$ cat src/rtl/spim_pkg.sv
package spim_pkg;

  // Word indices (byte address bits 11:2) of the register map.
  localparam logic [9:0] IDX_CTRL0  = 10'h000;
  localparam logic [9:0] IDX_CTRL1  = 10'h001;
  localparam logic [9:0] IDX_DATA   = 10'h002;
  localparam logic [9:0] IDX_STATUS = 10'h003;
  localparam logic [9:0] IDX_PRESC  = 10'h004;
  localparam logic [9:0] IDX_IMASK  = 10'h005;
  localparam logic [9:0] IDX_IRAW   = 10'h006;
  localparam logic [9:0] IDX_IMASKD = 10'h007;
  localparam logic [9:0] IDX_ICLR   = 10'h008;

  // Identification window: byte address bits 11:5 all ones.
  localparam logic [6:0] ID_WINDOW = 7'h7F;

  typedef struct packed {
    logic busy;
    logic rx_not_full;
    logic rx_not_empty;
    logic tx_not_full;
    logic tx_empty;
  } status_t;

  typedef struct packed {
    logic tx_lvl;
    logic rx_lvl;
    logic rx_timeout;
    logic rx_overrun;
  } irq_t;

  function automatic logic [7:0] id_byte(input logic [2:0] idx);
    case (idx)
      3'd0:    return 8'h22;
      3'd1:    return 8'h10;
      3'd2:    return 8'h04;
      3'd3:    return 8'h00;
      3'd4:    return 8'h0D;
      3'd5:    return 8'hF0;
      3'd6:    return 8'h05;
      default: return 8'hB1;
    endcase
  endfunction

endpackage

$ cat src/rtl/spim_fifo.sv
module spim_fifo #(
  parameter int W     = 16,
  parameter int DEPTH = 8
) (
  input  logic                     clk,
  input  logic                     rst_n,
  input  logic                     push_i,
  input  logic [W-1:0]             data_i,
  input  logic                     pop_i,
  output logic [W-1:0]             data_o,
  output logic [$clog2(DEPTH):0]   count_o,
  output logic                     full_o,
  output logic                     empty_o
);
  localparam int AW = $clog2(DEPTH);
  localparam logic [AW-1:0] LAST = AW'(DEPTH - 1);
  localparam logic [AW:0]   FULLV = (AW+1)'(DEPTH);

  logic [W-1:0]  mem [DEPTH];
  logic [AW-1:0] wr_ptr, rd_ptr;
  logic          do_push, do_pop;

  assign full_o  = (count_o == FULLV);
  assign empty_o = (count_o == '0);
  assign do_push = push_i && !full_o;
  assign do_pop  = pop_i && !empty_o;
  assign data_o  = mem[rd_ptr];

  always_ff @(posedge clk) begin
    if (do_push) mem[wr_ptr] <= data_i;
  end

  always_ff @(posedge clk or negedge rst_n) begin
    if (!rst_n) begin
      wr_ptr  <= '0;
      rd_ptr  <= '0;
      count_o <= '0;
    end else begin
      if (do_push) wr_ptr <= (wr_ptr == LAST) ? '0 : wr_ptr + 1'b1;
      if (do_pop)  rd_ptr <= (rd_ptr == LAST) ? '0 : rd_ptr + 1'b1;
      case ({do_push, do_pop})
        2'b10:   count_o <= count_o + 1'b1;
        2'b01:   count_o <= count_o - 1'b1;
        default: count_o <= count_o;
      endcase
    end
  end

  // a push into a full queue without a pop leaves the level unchanged
  assert_full_drop_R3: assert property (@(posedge clk) disable iff (!rst_n)
    (push_i && full_o && !pop_i) |=> (count_o == $past(count_o)));

endmodule

$ cat src/rtl/spim_clkgen.sv
module spim_clkgen #(
  parameter int PS_W   = 8,
  parameter int RATE_W = 8
) (
  input  logic              clk,
  input  logic              rst_n,
  input  logic              restart_i,
  input  logic [PS_W-1:0]   prescale_i,
  input  logic [RATE_W-1:0] rate_i,
  output logic              tick_o
);
  localparam int HW = PS_W - 1;

  logic [HW-1:0]     half_raw, half_eff, pre_cnt;
  logic [RATE_W-1:0] post_cnt;
  logic              pre_wrap;

  // Bit 0 of the prescaler is ignored; zero after halving acts as one.
  assign half_raw = prescale_i[PS_W-1:1];
  assign half_eff = (half_raw == '0) ? HW'(1) : half_raw;
  assign pre_wrap = (pre_cnt == half_eff - 1'b1);
  assign tick_o   = pre_wrap && (post_cnt == rate_i);

  always_ff @(posedge clk or negedge rst_n) begin
    if (!rst_n) begin
      pre_cnt  <= '0;
      post_cnt <= '0;
    end else if (restart_i) begin
      pre_cnt  <= '0;
      post_cnt <= '0;
    end else if (pre_wrap) begin
      pre_cnt  <= '0;
      post_cnt <= (post_cnt == rate_i) ? '0 : post_cnt + 1'b1;
    end else begin
      pre_cnt  <= pre_cnt + 1'b1;
    end
  end

endmodule

$ cat src/rtl/spim_shifter.sv
module spim_shifter #(
  parameter int MAXW = 16
) (
  input  logic                      clk,
  input  logic                      rst_n,
  input  logic                      tick_i,
  input  logic                      start_i,
  input  logic [MAXW-1:0]           tx_word_i,
  input  logic [$clog2(MAXW)-1:0]   width_m1_i,
  input  logic                      cpol_i,
  input  logic                      cpha_i,
  input  logic                      loop_i,
  input  logic                      miso_i,
  output logic                      running_o,
  output logic                      sclk_o,
  output logic                      mosi_o,
  output logic                      done_o,
  output logic [MAXW-1:0]           rx_word_o
);
  localparam int CW = $clog2(MAXW);
  localparam int EW = CW + 1;
  localparam logic [CW-1:0] TOPBIT = CW'(MAXW - 1);

  logic [MAXW-1:0] tx_sr, rx_sr, keep;
  logic [EW-1:0]   edge_cnt, last_edge;
  logic [CW-1:0]   wm1_q;
  logic            cpha_q, din, smp, shf;

  assign last_edge = {wm1_q, 1'b1};
  assign mosi_o    = running_o ? tx_sr[MAXW-1] : 1'b0;
  assign din       = loop_i ? mosi_o : miso_i;
  assign smp       = (edge_cnt[0] == cpha_q);
  assign shf       = !smp && !(cpha_q && (edge_cnt == '0));
  assign keep      = ~(({MAXW{1'b1}} << wm1_q) << 1);
  assign rx_word_o = rx_sr & keep;

  always_ff @(posedge clk or negedge rst_n) begin
    if (!rst_n) begin
      running_o <= 1'b0;
      sclk_o    <= 1'b0;
      tx_sr     <= '0;
      rx_sr     <= '0;
      edge_cnt  <= '0;
      wm1_q     <= '0;
      cpha_q    <= 1'b0;
      done_o    <= 1'b0;
    end else begin
      done_o <= 1'b0;
      if (start_i && !running_o) begin
        running_o <= 1'b1;
        edge_cnt  <= '0;
        tx_sr     <= tx_word_i << (TOPBIT - width_m1_i);
        rx_sr     <= '0;
        wm1_q     <= width_m1_i;
        cpha_q    <= cpha_i;
        sclk_o    <= cpol_i;
      end else if (running_o && tick_i) begin
        sclk_o   <= ~sclk_o;
        edge_cnt <= edge_cnt + 1'b1;
        if (smp) rx_sr <= {rx_sr[MAXW-2:0], din};
        if (shf) tx_sr <= tx_sr << 1;
        if (edge_cnt == last_edge) begin
          running_o <= 1'b0;
          done_o    <= 1'b1;
        end
      end else if (!running_o) begin
        sclk_o <= cpol_i;
      end
    end
  end

  // settled idle clock sits at the programmed polarity
  assert_idle_level_R6: assert property (@(posedge clk) disable iff (!rst_n)
    (!running_o && !$past(running_o) && $stable(cpol_i)) |-> (sclk_o == cpol_i));

  // the edge index never passes the last edge of the frame
  assert_edge_bound_R5: assert property (@(posedge clk) disable iff (!rst_n)
    running_o |-> (edge_cnt <= last_edge));

  // completion only follows an active frame
  assert_done_after_frame_R5: assert property (@(posedge clk) disable iff (!rst_n)
    done_o |-> ($past(running_o) && !running_o));

endmodule

$ cat src/rtl/spi_fifo_master.sv
module spi_fifo_master #(
  parameter int FIFO_DEPTH   = 8,
  parameter int FRAME_MAX    = 16,
  parameter int TIMEOUT_BITS = 32
) (
  input  logic        clk,
  input  logic        rst_n,
  input  logic        bus_wr_en,
  input  logic        bus_rd_en,
  input  logic [11:0] bus_addr,
  input  logic [31:0] bus_wdata,
  output logic [31:0] bus_rdata,
  output logic        sclk_o,
  output logic        mosi_o,
  input  logic        miso_i,
  output logic        irq_o
);
  import spim_pkg::*;

  localparam int CNTW = $clog2(FIFO_DEPTH) + 1;
  localparam int CW   = $clog2(FRAME_MAX);
  localparam logic [CNTW-1:0] LVL_MARK = CNTW'(FIFO_DEPTH / 2);
  localparam int TO_TICKS = 2 * TIMEOUT_BITS;
  localparam int TOW = $clog2(TO_TICKS + 1);
  localparam logic [TOW-1:0] TO_LIMIT = TOW'(TO_TICKS);

  logic [15:0] ctrl0_q;
  logic [3:0]  ctrl1_q;
  logic [7:0]  presc_q;
  logic [3:0]  imask_q;
  logic        ror_q, rto_q;
  logic [TOW-1:0] to_cnt;

  logic        word_ok, id_hit;
  logic        wr_ctrl0, wr_ctrl1, wr_data, wr_presc, wr_imask, wr_iclr, rd_data;
  logic        clr_rto, clr_ror;
  logic        enable, start, tick;

  logic [FRAME_MAX-1:0] tx_head, rx_head, rx_word;
  logic [CNTW-1:0]      tx_cnt, rx_cnt;
  logic tx_full, tx_empty, rx_full, rx_empty;
  logic rx_push, rx_pop, sh_running, sh_done;

  status_t stat;
  irq_t    raw, mskd;

  logic unused_wdata_hi;
  assign unused_wdata_hi = ^bus_wdata[31:16];

  // Address decode
  assign word_ok  = (bus_addr[1:0] == 2'b00);
  assign id_hit   = word_ok && (bus_addr[11:5] == ID_WINDOW);
  assign wr_ctrl0 = bus_wr_en && word_ok && (bus_addr[11:2] == IDX_CTRL0);
  assign wr_ctrl1 = bus_wr_en && word_ok && (bus_addr[11:2] == IDX_CTRL1);
  assign wr_data  = bus_wr_en && word_ok && (bus_addr[11:2] == IDX_DATA);
  assign wr_presc = bus_wr_en && word_ok && (bus_addr[11:2] == IDX_PRESC);
  assign wr_imask = bus_wr_en && word_ok && (bus_addr[11:2] == IDX_IMASK);
  assign wr_iclr  = bus_wr_en && word_ok && (bus_addr[11:2] == IDX_ICLR);
  assign rd_data  = bus_rd_en && word_ok && (bus_addr[11:2] == IDX_DATA);
  assign clr_rto  = wr_iclr && bus_wdata[1];
  assign clr_ror  = wr_iclr && bus_wdata[0];

  always_ff @(posedge clk or negedge rst_n) begin
    if (!rst_n) begin
      ctrl0_q <= '0;
      ctrl1_q <= '0;
      presc_q <= '0;
      imask_q <= '0;
    end else begin
      if (wr_ctrl0) ctrl0_q <= bus_wdata[15:0];
      if (wr_ctrl1) ctrl1_q <= bus_wdata[3:0];
      if (wr_presc) presc_q <= bus_wdata[7:0];
      if (wr_imask) imask_q <= bus_wdata[3:0];
    end
  end

  assign enable = ctrl1_q[1];
  assign start  = enable && !tx_empty && !sh_running;

  spim_fifo #(.W(FRAME_MAX), .DEPTH(FIFO_DEPTH)) u_txq (
    .clk(clk), .rst_n(rst_n),
    .push_i(wr_data), .data_i(bus_wdata[FRAME_MAX-1:0]),
    .pop_i(start), .data_o(tx_head),
    .count_o(tx_cnt), .full_o(tx_full), .empty_o(tx_empty)
  );

  assign rx_push = sh_done && !rx_full;
  assign rx_pop  = rd_data && !rx_empty;

  spim_fifo #(.W(FRAME_MAX), .DEPTH(FIFO_DEPTH)) u_rxq (
    .clk(clk), .rst_n(rst_n),
    .push_i(rx_push), .data_i(rx_word),
    .pop_i(rd_data), .data_o(rx_head),
    .count_o(rx_cnt), .full_o(rx_full), .empty_o(rx_empty)
  );

  spim_clkgen #(.PS_W(8), .RATE_W(8)) u_clk (
    .clk(clk), .rst_n(rst_n), .restart_i(start),
    .prescale_i(presc_q), .rate_i(ctrl0_q[15:8]), .tick_o(tick)
  );

  spim_shifter #(.MAXW(FRAME_MAX)) u_shift (
    .clk(clk), .rst_n(rst_n), .tick_i(tick), .start_i(start),
    .tx_word_i(tx_head), .width_m1_i(ctrl0_q[CW-1:0]),
    .cpol_i(ctrl0_q[6]), .cpha_i(ctrl0_q[7]), .loop_i(ctrl1_q[0]),
    .miso_i(miso_i), .running_o(sh_running), .sclk_o(sclk_o),
    .mosi_o(mosi_o), .done_o(sh_done), .rx_word_o(rx_word)
  );

  // Sticky receive flags and the idle-time counter
  always_ff @(posedge clk or negedge rst_n) begin
    if (!rst_n) begin
      ror_q  <= 1'b0;
      rto_q  <= 1'b0;
      to_cnt <= '0;
    end else begin
      if (sh_done && rx_full) ror_q <= 1'b1;
      else if (clr_ror)       ror_q <= 1'b0;

      if (clr_rto) begin
        rto_q  <= 1'b0;
        to_cnt <= '0;
      end else begin
        if (to_cnt == TO_LIMIT) rto_q <= 1'b1;
        if (rx_push || rx_pop || rx_empty) to_cnt <= '0;
        else if (tick && to_cnt != TO_LIMIT) to_cnt <= to_cnt + 1'b1;
      end
    end
  end

  assign stat.busy         = sh_running || (enable && !tx_empty);
  assign stat.rx_not_full  = !rx_full;
  assign stat.rx_not_empty = !rx_empty;
  assign stat.tx_not_full  = !tx_full;
  assign stat.tx_empty     = tx_empty;

  assign raw.tx_lvl     = (tx_cnt <= LVL_MARK);
  assign raw.rx_lvl     = (rx_cnt >= LVL_MARK);
  assign raw.rx_timeout = rto_q;
  assign raw.rx_overrun = ror_q;
  assign mskd  = raw & imask_q;
  assign irq_o = |mskd;

  always_comb begin
    bus_rdata = '0;
    if (id_hit) begin
      bus_rdata = {24'b0, id_byte(bus_addr[4:2])};
    end else if (word_ok) begin
      case (bus_addr[11:2])
        IDX_CTRL0:  bus_rdata = {16'b0, ctrl0_q};
        IDX_CTRL1:  bus_rdata = {28'b0, ctrl1_q};
        IDX_DATA:   bus_rdata = rx_empty ? '0 : 32'(rx_head);
        IDX_STATUS: bus_rdata = {27'b0, stat};
        IDX_PRESC:  bus_rdata = {24'b0, presc_q};
        IDX_IMASK:  bus_rdata = {28'b0, imask_q};
        IDX_IRAW:   bus_rdata = {28'b0, raw};
        IDX_IMASKD: bus_rdata = {28'b0, mskd};
        default:    bus_rdata = '0;
      endcase
    end
  end

  // a frame landing on a full receive queue raises the overrun flag
  assert_overrun_flag_R10: assert property (@(posedge clk) disable iff (!rst_n)
    (sh_done && rx_full) |=> ror_q);

  // no frame begins while the port is disabled
  assert_no_start_disabled_R12: assert property (@(posedge clk) disable iff (!rst_n)
    (!enable && !sh_running) |=> !sh_running);

  // the timeout flag only rises after the queue held data
  assert_timeout_needs_data_R11: assert property (@(posedge clk) disable iff (!rst_n)
    $rose(rto_q) |-> $past(!rx_empty));

endmodule

$ cat config.mk
export PLATFORM = sky130hd
export DESIGN_NAME = spi_fifo_master
export DESIGN_NICKNAME = d
export VERILOG_FILES = /design/src/rtl/spim_pkg.sv /design/src/rtl/spim_fifo.sv /design/src/rtl/spim_clkgen.sv /design/src/rtl/spim_shifter.sv /design/src/rtl/spi_fifo_master.sv
export SDC_FILE = /design/constraint.sdc
export NUM_CORES = 1
export LEC_CHECK = 0
export ABC_AREA = 1
export BUFFER_PORTS_ARGS = -buffer_cell sky130_fd_sc_hd__buf_2
export CAP_MARGIN = 20
export CELL_PAD_IN_SITES_DETAIL_PLACEMENT = 2
export CELL_PAD_IN_SITES_GLOBAL_PLACEMENT = 2
export CORE_MARGIN = 10
export CORE_UTILIZATION = 43
export DETAILED_ROUTE_END_ITERATION = 16
export PLACE_DENSITY_LB_ADDON = 0.1
export SETUP_SLACK_MARGIN = 0.15
export SKIP_CTS_REPAIR_TIMING = 1
export SYNTH_ARGS = -nofsm -noshare
export SYNTH_HDL_FRONTEND = slang
export SYNTH_SLANG_ARGS = --single-unit
$ cat constraint.sdc
create_clock -name clk -period 6.79 [get_ports clk]
set_input_delay 0.3395 -clock clk [delete_from_list [all_inputs] [get_ports clk]]
set_output_delay 0.3395 -clock clk [all_outputs]
set_load 0.05 [all_outputs]
==> results of run 1 <==
-- metrics by stage --
step | power (mW) | instance area (sq um) | hold WS, ns | setup WS (ns) | instances
floorplan | 2.971 | 18090 | 0.04391 | 3.798 | 1939
global placement | 3.116 | 18840 | 0.3442 | 3.005 | 2459
detailed placement | 3.155 | 18840 | 0.3484 | 2.867 | 2459
CTS | 5.460 | 20210 | -0.2512 | 2.690 | 2537
global route | 5.620 | 20270 | 0.08088 | 2.909 | 2542
finish | 5.408 | 20270 | 0.06894 | 3.064 | 2543
-- report_power, final --
| group | total, mW | leakage, nW | switching, mW | internal [mW] |
|---|---|---|---|---|
| Clock | 2.29 | 0.670 | 0.955 | 1.34 |
| Combinational | 0.533 | 4.18 | 0.379 | 0.153 |
| Sequential | 2.58 | 3.94 | 0.0705 | 2.51 |
| Total | 5.41 | 8.79 | 1.40 | 4.00 |
-- layout make-up --
class,instances,area (sq um)
Antenna cell,1,2.502
Multi-Input combinational cell,1244,6128
Clock buffer,61,1192
Tap cell,532,665.6
Timing Repair Buffer,86,539.3
Fill cell,4345,20840
Inverter,225,844.6
Sequential cell,377,10720
Clock inverter,17,178.9
-- cells by family (layout without fill, tap and decap cells) --
group           Yosys count  count (layout)
other cells               1              17
simple gates            945             945
compound gates          214             214
mux                      10              10
buf+inv                 318             389
xor+xnor                 35              35
fa+ha+maj                24              24
flops                   377             377
-- state kept, by name (all words and copies together) (netlist names), 3 cells and up --
name	flops
ctrl0_q	16
ctrl1_q	4
imask_q	4
presc_q	8
to_cnt	7
u_clk.post_cnt	8
u_clk.pre_cnt	7
u_rxq.count_o	4
u_rxq.mem	128
u_rxq.rd_ptr	3
u_rxq.wr_ptr	3
u_shift.edge_cnt	5
u_shift.rx_sr	16
u_shift.tx_sr	16
u_shift.wm1_q	4
u_txq.count_o	4
u_txq.mem	128
u_txq.rd_ptr	3
u_txq.wr_ptr	3
-- cell usage in the layout, fill, tap and decap left out, types with 5 or more instances in the layout --
cell type and count:
sky130_fd_sc_hd__a21oi_1 24, sky130_fd_sc_hd__buf_2 50, sky130_fd_sc_hd__buf_4 30, sky130_fd_sc_hd__clkbuf_1 12
sky130_fd_sc_hd__clkbuf_16 42, sky130_fd_sc_hd__clkbuf_8 7, sky130_fd_sc_hd__clkinv_1 11, sky130_fd_sc_hd__conb_1 16
sky130_fd_sc_hd__dfrtp_1 119, sky130_fd_sc_hd__edfxtp_1 256, sky130_fd_sc_hd__ha_1 22, sky130_fd_sc_hd__inv_1 215
sky130_fd_sc_hd__inv_2 5, sky130_fd_sc_hd__mux2_2 9, sky130_fd_sc_hd__nand2_1 483, sky130_fd_sc_hd__nand3_1 211
sky130_fd_sc_hd__nand4_1 14, sky130_fd_sc_hd__nor2_1 196, sky130_fd_sc_hd__nor3_1 10, sky130_fd_sc_hd__nor3_2 9
sky130_fd_sc_hd__o211ai_1 6, sky130_fd_sc_hd__o21ai_0 114, sky130_fd_sc_hd__o21ai_1 7, sky130_fd_sc_hd__o21ai_2 6
sky130_fd_sc_hd__o22ai_1 10, sky130_fd_sc_hd__o32ai_1 30, sky130_fd_sc_hd__xnor2_1 9, sky130_fd_sc_hd__xor2_1 25
-- worst max-delay path by stage --
stage	start	cells after the start	slack [ns]	to
after detailed placement	bus_addr[7]	19	2.87	u_rxq.count_o[3]
after global placement	bus_addr[6]	19	3.01	u_rxq.count_o[3]
final	u_rxq.rd_ptr[0]	10	3.06	bus_rdata[5]
after CTS	u_rxq.rd_ptr[0]	9	2.69	bus_rdata[7]
after floorplan	bus_addr[6]	11	3.80	u_txq.mem[3][0]
after global routing	u_rxq.rd_ptr[0]	12	2.91	bus_rdata[0]
-- layer usage --
layer	vias to the layer above	global-route usage [%]	routed length [um]	share of wire, %
met5	-	0	28	0.048
met2	178	43.02	31180	53
met4	6	8.708	1786	3.1
met1	7165	26.74	23900	41
met3	94	2.889	1537	2.6
li1	6473	-	-	-
-- critical path: cells and delay by family, from the launching register on --
| family | cells | cell delay [ns] |
|---|---|---|
| buffers and inverters | 4 | 1.41 |
| AO/OA/AOI/OAI | 3 | 0.66 |
| AND/OR/NAND/NOR | 3 | 0.33 |
| flip-flops | 1 | 0.38 |
==> results by group, run 1 <==
CTS
  • Clock-pin slew reported for the worst setup and hold paths after clock tree synthesis: 0.06 ns
  • Clock Root Buffer: sky130_fd_sc_hd__clkbuf_16
  • H-Tree Depth: 2
  • Number of clock sinks seen by CTS: 377
  • Maximum root-to-sink buffer count: 3
  • CTS buffer count: 42
  • Clock network latency to the later pin of the worst-skew pair: 0.59 ns
  • TritonCTS clock tree: built

Worst hold path
  • Instance count along the most critical hold path: 1
  • Classification of the worst-slack hold path: in2reg
  • Origin of the worst min-delay path: bus_wdata[13]
  • Hold EP: u_txq.mem[1][13]

Yosys
  • Number of synthesized flops with an enable pin: 256
  • Adder-Cell Fraction of Synth Area: 1.748%
  • Async SR Flop Fraction: 32.10%
  • Ys Warns: 0
  • Number of distinct library cells after synthesis: 55
  • Post-synthesis average cell area: 9.374 sq um
  • Most common cell in the synthesized netlist: sky130_fd_sc_hd__nand2_1
  • Xor and xnor fraction of the mapped netlist area: 1.776%
  • Top post-synthesis cells by area: sky130_fd_sc_hd__edfxtp_1 (43%), sky130_fd_sc_hd__dfrtp_1 (17%), sky130_fd_sc_hd__nand2_1 (10%), sky130_fd_sc_hd__nand3_1 (5.9%), sky130_fd_sc_hd__inv_1 (4.5%)
  • Most used flip-flop cell after synthesis: sky130_fd_sc_hd__edfxtp_1
  • Multiplexer area fraction after synthesis: 0.6174%
  • Sequential area share after synthesis: 59.41%
  • Cell types with the highest counts after synthesis: sky130_fd_sc_hd__nand2_1 (483), sky130_fd_sc_hd__edfxtp_1 (256), sky130_fd_sc_hd__inv_1 (215), sky130_fd_sc_hd__nand3_1 (212), sky130_fd_sc_hd__nor2_1 (196)
  • Complex-gate fraction of the synthesized area: 7.138%
  • Number of synthesized register bits: 377
  • Basic-gate share of the synthesized area counting and, or, nand and nor cells: 22.12%
  • Netlist Area Pre-Place: 18,040 sq um
  • Main combinational cell family by area after synthesis: simple AND/OR/NAND/NOR gates
  • Cells after synthesis: 1,924
  • Post-synth top area cell: sky130_fd_sc_hd__edfxtp_1
  • Top cell type's share of synthesized area: 42.62%

Setup path
  • Worst Path Arrival: 3.39 ns
  • Cell type with the highest occurrence count on the critical path: sky130_fd_sc_hd__nand2_1
  • Crit start category: flop
  • Worst reg2reg path startpoint: u_txq.rd_ptr[2]
  • Data required time at the worst endpoint: 6.45 ns
  • Largest incremental delay on the critical path: 0.45 ns
  • Slowest CP cell: sky130_fd_sc_hd__inv_2
  • Crit-path cells: buf_4, inv_2, buf_12, nor2_1, o32ai_1, nand2_1, nand2_1, a21oi_1, o211ai_1, buf_2
  • Worst Reg2Reg Path Length in Cells: 10
  • Critical path start-end classification: reg2out
  • Setup slack on the worst flop-to-flop path: 3.49 ns
  • Maximum fanout count along the critical path: 68
  • Endpoint of the lowest-slack register-to-register path: u_shift.tx_sr[15]
  • Crit path capture type: output pin

Timing
  • RSZ-0062 raised after global routing: false
  • Slew at the pin closest to its max-slew limit: 1.090 ns
  • Max Fclk: 268.4 MHz
  • Final count of pins violating max slew: 0
  • Post-route clock skew: 0.02535 ns
  • Count of final hold-check violations: 0
  • Post-layout min period: 3.726 ns
  • Max transition margin: 27.04%
  • # setup viols final: 0
  • Final setup TNS: 0 ns
  • Final critical-path share of the clock period: 54.87%

Drt
  • Violation count after the first detailed-route iteration: 904
  • Drc violations: 0
  • Number of detailed-routing iterations run before antenna repair: 4
  • Via total after detailed routing: 13,916
  • Post-detailed-route via-to-cell ratio: 5.472
  • Drt total wl: 58,430 um
  • Count of nets left with antenna violations after detail routing: 0
  • Avg WL per Cell: 22.98 um

Floorplanning
  • Die boundary height: 224.8 um
  • Die span in x: 224.8 um
  • # rows: 74
  • Core ar.: 41,110 sq um
  • Area of the die: 50,540 sq um
  • Effective utilization at floorplan: 43.87%
  • Total I/O pin count: 84

Place
  • Routability cong.: 0.8202
  • I/O Buffers: 51
  • HPWL after detailed placement: 39,230 um

Power and ir drop
  • Static Leakage: 8.794 nW
  • Power density over the cells: 266.8 nW/um^2
  • Maximum VDD drop: 242.3 uV

Job
  • MaxCap Viol Count: 0

Global routing
  • Number of antenna violations at the first check in global routing: 4
  • Total overflow reported by the global router: 0
  • First-pass GRT wire length: 90,580 um
  • Via count of the first global-routing pass: 15,556
  • GRT Total Usage: 23.19%
  • Maximum number of pins on one net before global-route repair: 70

Finish
  • Layout area overhead: 12.38%
  • Number of nets at the end of the flow: 2,049
  • Final core utilization: 49.31%
  • Layout cells sized above 1: 9.552%

Status
  • Run status: completed
(Power assumes the default switching activity.)
==> run 2: changes to the inputs <==
Settings changed: CORE_UTILIZATION 43 to 40.
Clock period 6.79 ns to 3.6 ns, I/O delays scaled along.
==> run 2 against run 1 <==
  * Worst setup slack got worse by 2.7 ns
  * Count of clock-buffer cells in the layout fell by 5
  * Worst hold slack improved by 0.025 ns
  * Die area rose by 6.8%
  * Final cell count rose by 3.4%
  * Clock power rose by 110%
  * Power rose by 98%
  * Flip-flop and latch count did not move
  * Critical path type unchanged
  * Design area rose by 2.6%
  * Critical endpoint is now bus_rdata[7]
==> results by group, run 2 (same netlist as run 1, synthesis figures left out) <==
Timing
  • Max Fclk: 308.7 MHz
  • # setup viols final: 0
  • Final count of pins violating max slew: 0
  • RSZ-0062 raised after global routing: false
  • Post-route clock skew: 0.02295 ns
  • Post-layout min period: 3.239 ns
  • Final setup TNS: 0 ns
  • Count of final hold-check violations: 0
  • Final critical-path share of the clock period: 89.98%
  • Max transition margin: 27.97%
  • Slew at the pin closest to its max-slew limit: 1.071 ns

Power and ir drop
  • Overall power of the completed layout: 10.71 mW
  • Power density over the cells: 515.0 nW/um^2
  • Maximum VDD drop: 594.2 uV
  • Static Leakage: 9.161 nW

Floorplanning
  • Core ar.: 44,410 sq um
  • Area of the die: 53,980 sq um
  • Effective utilization at floorplan: 40.61%
  • Die span in x: 232.3 um
  • Total I/O pin count: 84
  • # rows: 77
  • Die boundary height: 232.3 um

Setup path
  • Worst reg2reg path startpoint: presc_q[6]
  • Critical path start-end classification: reg2out
  • CP startpoint: u_rxq.rd_ptr[0]
  • Crit start category: flop
  • Data required time at the worst endpoint: 3.42 ns
  • Setup crit end: bus_rdata[7]
  • Worst Path Arrival: 3.06 ns
  • Setup slack on the worst flop-to-flop path: 0.50 ns
  • Maximum fanout count along the critical path: 67
  • Worst Reg2Reg Path Length in Cells: 18
  • Crit path capture type: output pin
  • Endpoint of the lowest-slack register-to-register path: u_shift.tx_sr[14]

Global routing
  • GRT Total Usage: 21.63%
  • Maximum number of pins on one net before global-route repair: 89
  • GR met1 Demand/Resource: 24.99%
  • Number of antenna violations at the first check in global routing: 4
  • Total overflow reported by the global router: 0
  • Met3 Usage GRT: 3.347%
  • First-pass GRT wire length: 90,030 um
  • Via count of the first global-routing pass: 15,429
  • Global route hottest layer: met2
  • M2 GR Usage: 39.38%

Finish
  • Most frequent standard cell in the layout excluding fill and tap cells: sky130_fd_sc_hd__nand2_1
  • Final core utilization: 46.84%
  • Layout cells sized above 1: 10.36%
  • Leading registers by flop count: u_rxq.mem (128), u_txq.mem (128)
  • Most frequent cells in the layout: sky130_fd_sc_hd__nand2_1 (483), sky130_fd_sc_hd__edfxtp_1 (256), sky130_fd_sc_hd__inv_1 (215), sky130_fd_sc_hd__nand3_1 (211), sky130_fd_sc_hd__nor2_1 (196)
  • Layout area overhead: 15.34%
  • Number of nets at the end of the flow: 2,075
  • Sequential cell area: 10,720 sq um
  • Fill cell instance count of the final layout: 4,753
  • Multi-input combinational cell area: 6128 sq um

CTS
  • Clock network latency to the later pin of the worst-skew pair: 0.59 ns
  • Clock-pin slew reported for the worst setup and hold paths after clock tree synthesis: 0.06 ns
  • Maximum root-to-sink buffer count: 3
  • TritonCTS clock tree: built
  • Number of clock sinks seen by CTS: 377
  • Clock Root Buffer: sky130_fd_sc_hd__clkbuf_16
  • H-Tree Depth: 2
  • CTS buffer count: 42

Drt
  • Count of nets left with antenna violations after detail routing: 0
  • Drt total wl: 58,290 um
  • Avg WL per Cell: 22.17 um
  • Drc violations: 0
  • Number of detailed-routing iterations run before antenna repair: 5
  • Violation count after the first detailed-route iteration: 799
  • Via total after detailed routing: 13,978
  • Post-detailed-route via-to-cell ratio: 5.317

Place
  • I/O Buffers: 51
  • Routability cong.: 0.7855
  • HPWL after detailed placement: 39,910 um

Worst hold path
  • Classification of the worst-slack hold path: in2reg

Status
  • Run status: completed

Job
  • MaxCap Viol Count: 0
-- run 2: through the flow --
| step | cells | hold WS (ns) | instance area [sq um] | worst slack (ns) |
|---|---|---|---|---|
| floorplan | 1939 | -0.1156 | 18090 | 0.7673 |
| global placement | 2533 | 0.3456 | 19070 | 0.5430 |
| detailed placement | 2533 | 0.3624 | 19070 | 0.3166 |
| CTS | 2611 | -0.2631 | 20630 | 0.3761 |
| global route | 2629 | 0.1020 | 20800 | 0.1822 |
| finish | 2629 | 0.09392 | 20800 | 0.3606 |
-- run 2: report_power, final --
group          switching, mW  total [mW]  internal [mW]
registers              0.133        4.87           4.74
clock network           1.84        4.84           3.00
logic                  0.703        1.01          0.306
-- run 2: final cells by class --
type	count	area share, %
flip-flops and latches	377	51.52
multi-input cells	1244	29.46
well taps	592	3.561
inverters	225	4.060
clock buffers	56	5.750
repair buffers	112	3.904
diodes	1	0.01203
clock inverters	22	1.732
-- run 2: worst min path at each step --
| stage | slack, ns | depth (start not counted) | to | from |
|---|---|---|---|---|
| 3_5_place_dp | 0.36 | 1 | ctrl0_q[14] | rst_n |
| 4_1_cts | -0.26 | 1 | u_clk.post_cnt[4] | rst_n |
| 2_1_floorplan | -0.12 | 0 | ctrl0_q[0] | rst_n |
| 6_report | 0.09 | 4 | ror_q | bus_addr[11] |
| 3_3_place_gp | 0.35 | 1 | u_clk.post_cnt[4] | rst_n |
| 5_1_grt | 0.10 | 4 | ror_q | bus_addr[11] |
-- run 2: worst max-delay path, stage by stage (launching register included) --
cell and delay [ns]:
sky130_fd_sc_hd__dfrtp_2 0.36, sky130_fd_sc_hd__buf_4 0.56, sky130_fd_sc_hd__o21ai_0 0.29, sky130_fd_sc_hd__o32ai_1 0.20
sky130_fd_sc_hd__nand2_1 0.09, sky130_fd_sc_hd__nand2_1 0.13, sky130_fd_sc_hd__a21oi_1 0.07, sky130_fd_sc_hd__o21ai_0 0.41
sky130_fd_sc_hd__buf_2 0.36
-- run 2: layer usage --
layer	wire [um]	part of all wire [%]
met1	23870	41
met2	30410	52
met3	1845	3.2
met4	2136	3.7
met5	35	0.060
